**src/rtl/sar_serial_ctrl.sv**
```systemverilog
module sar_serial_ctrl #(
  parameter int N = 8
) (
  input  logic         sclk,
  input  logic         cs_n,
  input  logic         din,
  input  logic         cmp_hi,
  output logic         dout,
  output logic         dout_oe,
  output logic         sars,
  output logic [N-1:0] trial,
  output logic [3:0]   mux_pos,
  output logic [3:0]   mux_neg,
  output logic         neg_gnd,
  output logic         addr_bad
);
  localparam int PW = $clog2(2*N+2);
  localparam int IW = $clog2(N);
  localparam logic [PW-1:0] PH_LAST = PW'(N+1);
  localparam logic [PW-1:0] PH_END  = PW'(2*N+1);

  typedef enum logic [1:0] {HUNT, ADDR, CONV} st_t;

  st_t           st;
  logic [3:0]    aw;
  logic [1:0]    acnt;
  logic [PW-1:0] ph;
  logic          dec, busy, done, dq, oe;
  logic [N-1:0]  trial_nx;
  logic [IW-1:0] bit_i, lsb_i;

  assign bit_i = IW'(PW'(N) - ph);
  assign lsb_i = IW'(ph - PW'(N+2));

  always_comb begin
    trial_nx = trial;
    if (ph != '0 && ph <= PW'(N)) begin
      if (!cmp_hi) trial_nx[bit_i] = 1'b0;
      if (bit_i != '0) trial_nx[bit_i - 1'b1] = 1'b1;
    end
  end

  always_ff @(posedge sclk or posedge cs_n) begin
    if (cs_n) begin
      st    <= HUNT;
      aw    <= '0;
      acnt  <= '0;
      ph    <= '0;
      dec   <= 1'b0;
      busy  <= 1'b0;
      trial <= '0;
    end else begin
      case (st)
        HUNT: if (din) begin
          st   <= ADDR;
          acnt <= '0;
        end
        ADDR: begin
          aw   <= {aw[2:0], din};
          acnt <= acnt + 1'b1;
          if (acnt == 2'd3) begin
            st    <= CONV;
            ph    <= PW'(1);
            busy  <= 1'b1;
            trial <= N'(1) << (N-1);
          end
        end
        default: begin
          if (ph <= PW'(N)) begin
            dec   <= cmp_hi;
            trial <= trial_nx;
          end
          if (ph != PH_END) ph <= ph + 1'b1;
        end
      endcase
    end
  end

  always_ff @(negedge sclk or posedge cs_n) begin
    if (cs_n) begin
      dq   <= 1'b0;
      oe   <= 1'b0;
      done <= 1'b0;
    end else if (st == CONV) begin
      oe <= 1'b1;
      if (ph == PW'(1))          dq <= 1'b0;
      else if (ph <= PH_LAST)    dq <= dec;
      else if (ph <= PW'(2*N))   dq <= trial[lsb_i];
      else                       dq <= 1'b0;
      if (ph == PH_LAST) done <= 1'b1;
    end
  end

  assign dout    = dq;
  assign dout_oe = oe;
  assign sars    = busy & ~done;

  always_comb begin
    mux_pos  = '0;
    mux_neg  = '0;
    neg_gnd  = 1'b0;
    addr_bad = 1'b0;
    if (st == CONV) begin
      addr_bad = ~aw[0];
      mux_pos[{aw[1], aw[2]}] = 1'b1;
      if (aw[3]) neg_gnd = 1'b1;
      else       mux_neg[{aw[1], ~aw[2]}] = 1'b1;
    end
  end
endmodule

```
**config.mk**
```make
export PLATFORM = sky130hd
export DESIGN_NAME = sar_serial_ctrl
export DESIGN_NICKNAME = d
export VERILOG_FILES = /design/src/rtl/sar_serial_ctrl.sv
export SDC_FILE = /design/constraint.sdc
export NUM_CORES = 1
export LEC_CHECK = 0
export CAP_MARGIN = 25
export CORE_MARGIN = 2
export CORE_UTILIZATION = 57
export DETAILED_ROUTE_END_ITERATION = 12
export GPL_ROUTABILITY_DRIVEN = 0
export GPL_TIMING_DRIVEN = 0
export PLACE_DENSITY = 0.84
export SKIP_CTS_REPAIR_TIMING = 1
export SYNTH_ARGS = -nofsm -noshare
export SYNTH_HDL_FRONTEND = slang
export SYNTH_SLANG_ARGS = --single-unit
```
**constraint.sdc**
```tcl
create_clock -name sclk -period 2.9 [get_ports sclk]
set_clock_uncertainty 0.2 [all_clocks]
set_input_delay 0.58 -clock sclk [delete_from_list [all_inputs] [get_ports sclk]]
set_output_delay 0.58 -clock sclk [all_outputs]
set_load 0.02 [all_outputs]
```
Word level (Yosys, flattened, before mapping)
Cells that the tools add are included.
{"block": "totals", "wordCells": 98, "input_bits": 4, "regBits": 26, "output_inout_bits": 21}
{"block": "op_classes", "mux": 34, "reduce_logical": 20, "magnitude_cmp": 12, "bitwise_logic": 9, "n_addsub": 5, "n_eq_ne": 8}
{"operator": "2-to-1 mux 8 bit", "n": 6}
{"operator": "case mux 8 bit (2 select lines)", "n": 1}
{"operator": "less-than comparator 3 x 4 -> 1 bit (second input constant)", "n": 3}
{"operator": "2-to-1 mux 4 bit", "n": 3}
{"operator": "2-to-1 mux 1 bit", "n": 11}
{"operator": "less-or-equal comparator 5 x 4 -> 1 bit (second input constant)", "n": 2}
{"operator": "2-to-1 mux 5 bit", "n": 2}
{"operator": "case mux 5 bit (2 select lines)", "n": 1}
{"operator": "bitwise AND 8 bit", "n": 1}
{"operator": "inverter 8 bit", "n": 1}
{"operator": "bitwise OR 8 bit", "n": 1}
{"operator": "case mux 2 bit (2 select lines)", "n": 2}
{"operator": "AND reduction 2 bit", "n": 4}
{"operator": "nonzero test 2 bit", "n": 4}
{"operator": "demux 1 bit (select 3 bit)", "n": 2}
{"operator": ">= comparator 3 x 1 -> 1 bit (second input constant)", "n": 2}
{"operator": "less-than comparator 2 x 3 -> 1 bit (second input constant)", "n": 2}
{"operator": "2-to-1 mux 2 bit", "n": 3}
{"operator": "AND reduction 3 bit", "n": 2}
{"operator": "adder 5 x 1 -> 5 bit (second input constant)", "n": 1}
{"operator": "equality test 5 x 1 -> 1 bit (second input constant)", "n": 1}
{"operator": "equality test 5 x 4 -> 1 bit (second input constant)", "n": 1}
{"operator": "less-or-equal comparator 5 bit (second input constant)", "n": 1}
{"operator": "logical AND 1 bit", "n": 5}
{"operator": "18 further kinds", "n": 26}

Depth between registers and ports, before layout
Gate-level depths: netlist of run 1.
{"block": "depth", "ltp_word": 14, "mapped_depth": 7, "mapped_depth_nobuf": 6}

==> tab_implementation.tex, run 1 <==
\begin{tabular}{lr}
\hline
Metric & Value \\
\hline
\multicolumn{2}{l}{\textbf{Status}} \\
Run status & finished with violations \\
Violations in the final reports & negative setup slack \\
\multicolumn{2}{l}{\textbf{CTS}} \\
Source-to-sink clock delay at the later pin of the worst-skew pair & 0.32 ns \\
Count of H-tree levels built during CTS & 1 \\
Largest buffer count on any clock path & 2 \\
Root buf cell & clkbuf\_4 \\
Number of clock sinks & 26 \\
Number of buffers created by CTS & 3 \\
CTS tree & done \\
Clock transition time at the flip-flop clock pins of the worst setup and hold paths & between 0.1 and 0.15 ns \\
\multicolumn{2}{l}{\textbf{Worst setup path}} \\
Largest stage delay on the critical path & $\sim$0.50 ns \\
Kind of cell adding the most delay to the critical path & multiplexers \\
Buf/Inv on CP & 1 \\
Depth of the most critical reg-to-reg path & 6 \\
CP Data Required Time & around 1.4 ns \\
Crit Path Class & reg -> reg \\
Slowest cell on the critical path & dfrtp\_2 \\
Maximum fanout encountered on the critical timing path & 6 \\
Data arrival time of the critical path & about 2.0 ns \\
Critical path depth in cells & 6 \\
Element type at the critical path end & register \\
Nature of the critical path startpoint & register \\
Critical path, cell by cell & inv\_4, ha\_4, mux4\_1, mux2\_2, a32oi\_1, o21ai\_1 \\
\multicolumn{2}{l}{\textbf{Layout}} \\
Area overhead of the layout relative to synthesis & 28.83\% \\
Fraction of final layout cells with drive strength greater than 1 & between 15 and 20\% \\
Number of diodes added for antenna fixing & 0 \\
Final Util & between 70 and 80\% \\
Final Instance Count excl. Fillers & 236 \\
Net count, final & 217 \\
\multicolumn{2}{l}{\textbf{Timing}} \\
Unrepaired setup endpoints after global routing & true \\
Fin. Hold Viols & 0 \\
Max-slew violation count & 0 \\
Transition time of the tightest slew-check pin & roughly 0.45 ns \\
Final WS setup & -0.5572 ns \\
Number of setup violations in the final report & 5 \\
Worst slew margin relative to its limit & 69.70\% \\
\multicolumn{2}{l}{\textbf{Logic synthesis}} \\
Post-synthesis sequential area ratio & about 42\% \\
Parity-gate share of the synthesized area counting xor and xnor cells & 2.157\% \\
Synth Register Bits & 26 \\
Share of synthesized area spent on multiplexers & between 4 and 5\% \\
Cells after Synth & 170 \\
Total number of yosys warnings & 0 \\
Number of enable flip-flop cells after synthesis & 0 \\
Main combinational cell family by area after synthesis & simple AND/OR/NAND/NOR gates \\
Post-synth design cell area & 0.001567 mm2 \\
Synthesized netlist net count & $\sim$180 \\
Most frequently used flop master after synthesis & dfrtp\_1 \\
Post-Synth Adder-Cell Area & 5.591\% \\
Fraction of the mapped netlist area in compound gates & 16.29\% \\
Cell types with the highest counts after synthesis & nand2\_1, dfrtp\_1, nor2\_1, nand2b\_1, nor3\_1 \\
Fraction of synthesis flops using an asynchronous set or reset pin & 100.0\% \\
Average footprint of a synthesized cell & about 9 um2 \\
Area fraction in and, or, nand and nor cells after synthesis & 25.80\% \\
Count leader, synth & nand2\_1 \\
Top cells by area, synth & dfrtp\_1, nand2\_1, ha\_1, dfrtn\_1, nand2b\_1 \\
Top cell type's share of synthesized area & 36.74\% \\
Post-synthesis cell type count & 47 \\
Largest area contributor in the synthesized netlist & dfrtp\_1 \\
\multicolumn{2}{l}{\textbf{Power}} \\
Switching power as a share of total power & about 46\% \\
Clock share of power & 7.6\% \\
Combinational share of power & a little under two thirds \\
Maximum vdd ir drop & between 0.8 and 0.9 mV \\
Sequential Power Share & between 20 and 30\% \\
P\_sw & approximately 1.1 mW \\
Internal power of the cells & 1.314 mW \\
Power consumption & $\sim$2.4 mW \\
Pwr per Cell Area & around 1200 mW/mm2 \\
Leakage power & 0.9499 nW \\
\multicolumn{2}{l}{\textbf{Die}} \\
DIE HEIGHT & 56.43 um \\
Row count & 19 \\
Ports & 25 \\
Die Area & between 0.003 and 0.004 mm2 \\
Placeable core area & approximately 0.0027 mm2 \\
Chip Width & around 56 um \\
Initial core utilization & 58.31\% \\
\multicolumn{2}{l}{\textbf{Placement}} \\
Half-perimeter wire length after detailed placement & roughly 2600 um \\
Number of port buffers & 24 \\
Total instance count after detailed placement & 225 \\
\multicolumn{2}{l}{\textbf{Routing}} \\
Number of design rule violations left after detail routing & 0 \\
DRC marker count from the first detailed-route iteration & 78 \\
Wire length reported by the detailed router & between 3000 and 4000 um \\
Via-per-instance ratio & $\sim$6.1 \\
Per-cell routed wire length & $\sim$16 um \\
Via count & 1,450 \\
Detailed Routing Iterations Pass 1 & 4 \\
Number of routed nets with antenna violations & 0 \\
\multicolumn{2}{l}{\textbf{Worst hold path}} \\
HP Class & in -> async \\
\multicolumn{2}{l}{\textbf{Global route}} \\
Total gr overflow & 0 \\
Initial antenna violation count & 0 \\
Wire length of the first global-routing pass & between 6000 and 7000 um \\
Vias in the first global route & approximately 1,300 \\
All-Layer GR Usage & between 20\% and 30\% \\
Largest net degree at the start of global routing & 27 \\
\multicolumn{2}{l}{\textbf{Run}} \\
Max-cap viol count & 0 \\
\hline
\end{tabular}
-- registers in the layout, indices dropped and copies added, names as in the netlist --
signal,cells
ph,5
st,2
dout,1
busy,1
dout_oe,1
done,1
trial,8
acnt,2
dec,1
aw,4
-- layout make-up --
type	count	area (um2)
fill	187	668.1
buffer	6	33.78
sequential	26	651.9
multi-input combinational	130	895.9
inverter	7	31.28
timing repair buffer	32	330.3
tap	31	38.79
clock buffer	4	36.28
-- worst register-to-register path: stages (launching register included) --
cell and delay (ns):
dfrtp_2 0.50, inv_4 0.07, ha_4 0.27, mux4_1 0.27, mux2_2 0.29, a32oi_1 0.18, o21ai_1 0.07
-- worst paths after layout --
path	start	to	slack [ns]
max in group asynchronous	cs_n	dout_oe	0.55
min in group sclk	done	done	0.23
min	cs_n	ph[4]	0.22
max reg2reg	ph[1]	dout	-0.56
min reg2reg	done	done	0.23
max	ph[1]	dout	-0.56
-- kinds of logic (layout without fill, tap and decap cells) --
group,Yosys count,after routing
multiplexers,4,4
flip-flops,26,26
AO/OA/AOI/OAI,35,35
AND/OR/NAND/NOR,81,81
adder cells (fa/ha/maj),7,7
XOR/XNOR,3,3
buffers and inverters,14,49
-- layout by cell type (no fill, tap or decap), types with 4 or more instances in the layout --
cell / n
dfrtp_1: 22
dlymetal6s2s_1: 4
nor3_1: 8
ha_1: 5
nor4_1: 4
clkdlybuf4s50_1: 17
nor2_1: 9
inv_1: 5
a21oi_1: 6
nand2b_1: 7
buf_4: 8
nand2_1: 31
nand3_1: 4
nor2b_1: 4
-- metal layers --
metal | share of wire (%) | vias up | global-route usage, %
met5 | 0 | - | 0
met4 | 2.6 | 0 | 9.864
met3 | 5.3 | 12 | 3.456
met2 | 49 | 55 | 38.87
met1 | 43 | 692 | 32.18
li1 | - | 691 | -
-- per-stage QoR --
stage                     hold WS (ns)  worst slack, ns  setup TNS, ns  cell area, um2
final                           0.2155          -0.5572         -1.434            2018
after global routing            0.2008          -0.6105         -1.651            2018
after CTS                       0.2184          -0.7168         -3.308            1903
after detailed placement        0.2132          -0.5952         -3.178            1867
after global placement          0.2092          -0.5723         -3.010            1867
after floorplan                 0.2026          -0.4201        -0.4201            1588
-- power groups by stage --
stage               sequential [mW]  combinational (mW)  clock, mW
global route                  0.714                1.69      0.207
detailed placement            0.689                1.42          0
floorplan                     0.706               0.984          0
finish                        0.697                1.55      0.186
global placement              0.676                1.39          0
CTS                           0.683                1.43      0.191
Power figures use the tool's default switching activity.
==> run 2, diff against run 1 <==
- CAP_MARGIN: 25 -> unset
==> run 2 against run 1 <==
  * The run still ends with negative setup slack left
  * Register-to-register slack barely moved
  * First-iteration DRC count rose by 12%
  * Via count barely moved
  * Sequential cell count did not move
  * Global-route usage did not move
  * Die area did not move
  * Clock power fell by 2%
  * Worst hold slack improved by 0.012 ns
  * Non-clock buffer count fell by 1
  * Count of clock-buffer cells in the layout did not move
  * Critical path type unchanged
==> tab_implementation.tex, run 2 (synthesis gave the netlist of run 1 again) <==
\begin{tabular}{lr}
\hline
Metric & Value \\
\hline
\multicolumn{2}{l}{\textbf{Layout}} \\
Most frequent cells in the layout & nand2\_1, dfrtp\_1, clkdlybuf4s50\_1 \\
Area overhead of the layout relative to synthesis & 27.32\% \\
Fraction of final layout cells with drive strength greater than 1 & about 17\% \\
Number of flip-flops under the largest register name & 8 \\
Top flop regs & trial x8, ph x5, aw x4 \\
Net count, final & $\sim$220 \\
Register name with the most flops & trial \\
Commonest non-fill, non-tap cell in the layout & nand2\_1 \\
Number of diodes added for antenna fixing & 0 \\
\multicolumn{2}{l}{\textbf{Worst hold path}} \\
HP Class & reg -> reg \\
\multicolumn{2}{l}{\textbf{Placement}} \\
Half-perimeter wire length after detailed placement & 2628 um \\
Number of port buffers & 24 \\
\multicolumn{2}{l}{\textbf{Timing}} \\
Worst slew margin relative to its limit & between 60\% and 70\% \\
Max-slew violation count & 0 \\
Fin. Hold Viols & 0 \\
Number of setup violations in the final report & 5 \\
Post-Route Hold Slack & between 0.2 and 0.25 ns \\
Transition time of the tightest slew-check pin & between 0.5 and 0.6 ns \\
Final WS setup & -0.5516 ns \\
Unrepaired setup endpoints after global routing & true \\
\multicolumn{2}{l}{\textbf{Status}} \\
Violations in the final reports & negative setup slack \\
Run status & finished with violations \\
\multicolumn{2}{l}{\textbf{CTS}} \\
CTS tree & done \\
Clock transition time at the flip-flop clock pins of the worst setup and hold paths & roughly 0.14 ns \\
Largest buffer count on any clock path & 2 \\
Root buf cell & clkbuf\_4 \\
Number of clock sinks & 26 \\
Count of H-tree levels built during CTS & 1 \\
Number of buffers created by CTS & 3 \\
Source-to-sink clock delay at the later pin of the worst-skew pair & 0.32 ns \\
\multicolumn{2}{l}{\textbf{Worst setup path}} \\
Crit Path Class & reg -> reg \\
Slowest cell on the critical path & dfrtp\_2 \\
Kind of cell adding the most delay to the critical path & multiplexers \\
Data arrival time of the critical path & between 1.5 and 2 ns \\
Element type at the critical path end & register \\
Buf/Inv on CP & 1 \\
Maximum fanout encountered on the critical timing path & 6 \\
Nature of the critical path startpoint & register \\
CP Data Required Time & 1.42 ns \\
Largest stage delay on the critical path & about 0.50 ns \\
Critical path, cell by cell & inv\_4, ha\_4, mux4\_1, mux2\_2, a32oi\_1, o21ai\_1 \\
\multicolumn{2}{l}{\textbf{Routing}} \\
Via-per-instance ratio & roughly 6.2 \\
Per-cell routed wire length & around 16 um \\
DRC marker count from the first detailed-route iteration & slightly below 90 \\
Number of routed nets with antenna violations & 0 \\
Via count & 1,449 \\
Detailed Routing Iterations Pass 1 & 4 \\
Number of design rule violations left after detail routing & 0 \\
Wire length reported by the detailed router & 3739 um \\
\multicolumn{2}{l}{\textbf{Die}} \\
Initial core utilization & approximately three fifths \\
Ports & 25 \\
Placeable core area & $\sim$0.0027 mm2 \\
Chip Width & 56.43 um \\
DIE HEIGHT & 56.43 um \\
Row count & 19 \\
Die Area & 0.003184 mm2 \\
\multicolumn{2}{l}{\textbf{Run}} \\
Max-cap viol count & 0 \\
\multicolumn{2}{l}{\textbf{Power}} \\
Power consumption & roughly 2.4 mW \\
Pwr per Cell Area & 1216 mW/mm2 \\
Maximum vdd ir drop & about 0.82 mV \\
Leakage power & 0.9321 nW \\
\multicolumn{2}{l}{\textbf{Global route}} \\
All-Layer GR Usage & between 20\% and 30\% \\
Vias in the first global route & 1,346 \\
Initial antenna violation count & 0 \\
Total gr overflow & 0 \\
Wire length of the first global-routing pass & 6016 um \\
Largest net degree at the start of global routing & 27 \\
\hline
\end{tabular}
==> run 2: cell count changes in the layout (fill, tap and decap cells not counted) <==
cell | before | now
buf_16 | 1 | 0
clkinvlp_4 | 0 | 1
inv_1 | 5 | 4
==> run 2: area by class of cell <==
cell class / count / area [um2]
multi-input cells: 130 / 895.9
fillers: 187 / 691.9
flip-flops and latches: 26 / 651.9
repair buffers: 31 / 302.8
well taps: 31 / 38.79
clock buffers: 4 / 36.28
inverters: 7 / 35.03
plain buffers: 6 / 33.78
==> run 2: where the power goes <==
group	total (mW)	switching (mW)	leakage (nW)	internal, mW
logic	1.55	0.838	0.608	0.708
registers	0.696	0.171	0.303	0.526
clock network	0.182	0.105	0.0210	0.0767
total	2.42	1.11	0.932	1.31
==> run 2: final timing paths <==
kind | from | cells after the start | slack, ns | endpoint
worst max-delay path | ph[1] | 6 | -0.55 | dout
max in group asynchronous | cs_n | 2 | 0.36 | dout_oe
worst max register to register | ph[1] | 6 | -0.55 | dout
min in group asynchronous | cs_n | 2 | 0.44 | ph[4]
worst min register to register | done | 1 | 0.23 | done
worst min-delay path | done | 1 | 0.23 | done
==> run 2: metrics by stage <==
step | setup WS (ns) | util (%) | TNS [ns] | instance area, um2 | instances
finish | -0.5516 | 74.24 | -1.412 | 1994 | 235
global placement | -0.5723 | 69.49 | -3.010 | 1867 | 225
global route | -0.6103 | 74.24 | -1.649 | 1994 | 235
floorplan | -0.4201 | - | -0.4201 | 1588 | 170
CTS | -0.7168 | 70.84 | -3.308 | 1903 | 229
detailed placement | -0.5952 | 69.49 | -3.178 | 1867 | 225
==> run 2: per-layer routing <==
layer | up-vias | global-route usage (%) | wire length (um)
li1 | 686 | - | -
met3 | 15 | 3.456 | 188
met2 | 57 | 38.87 | 1782
met1 | 691 | 32.18 | 1650
met5 | - | 0 | 0
met4 | 0 | 9.864 | 118
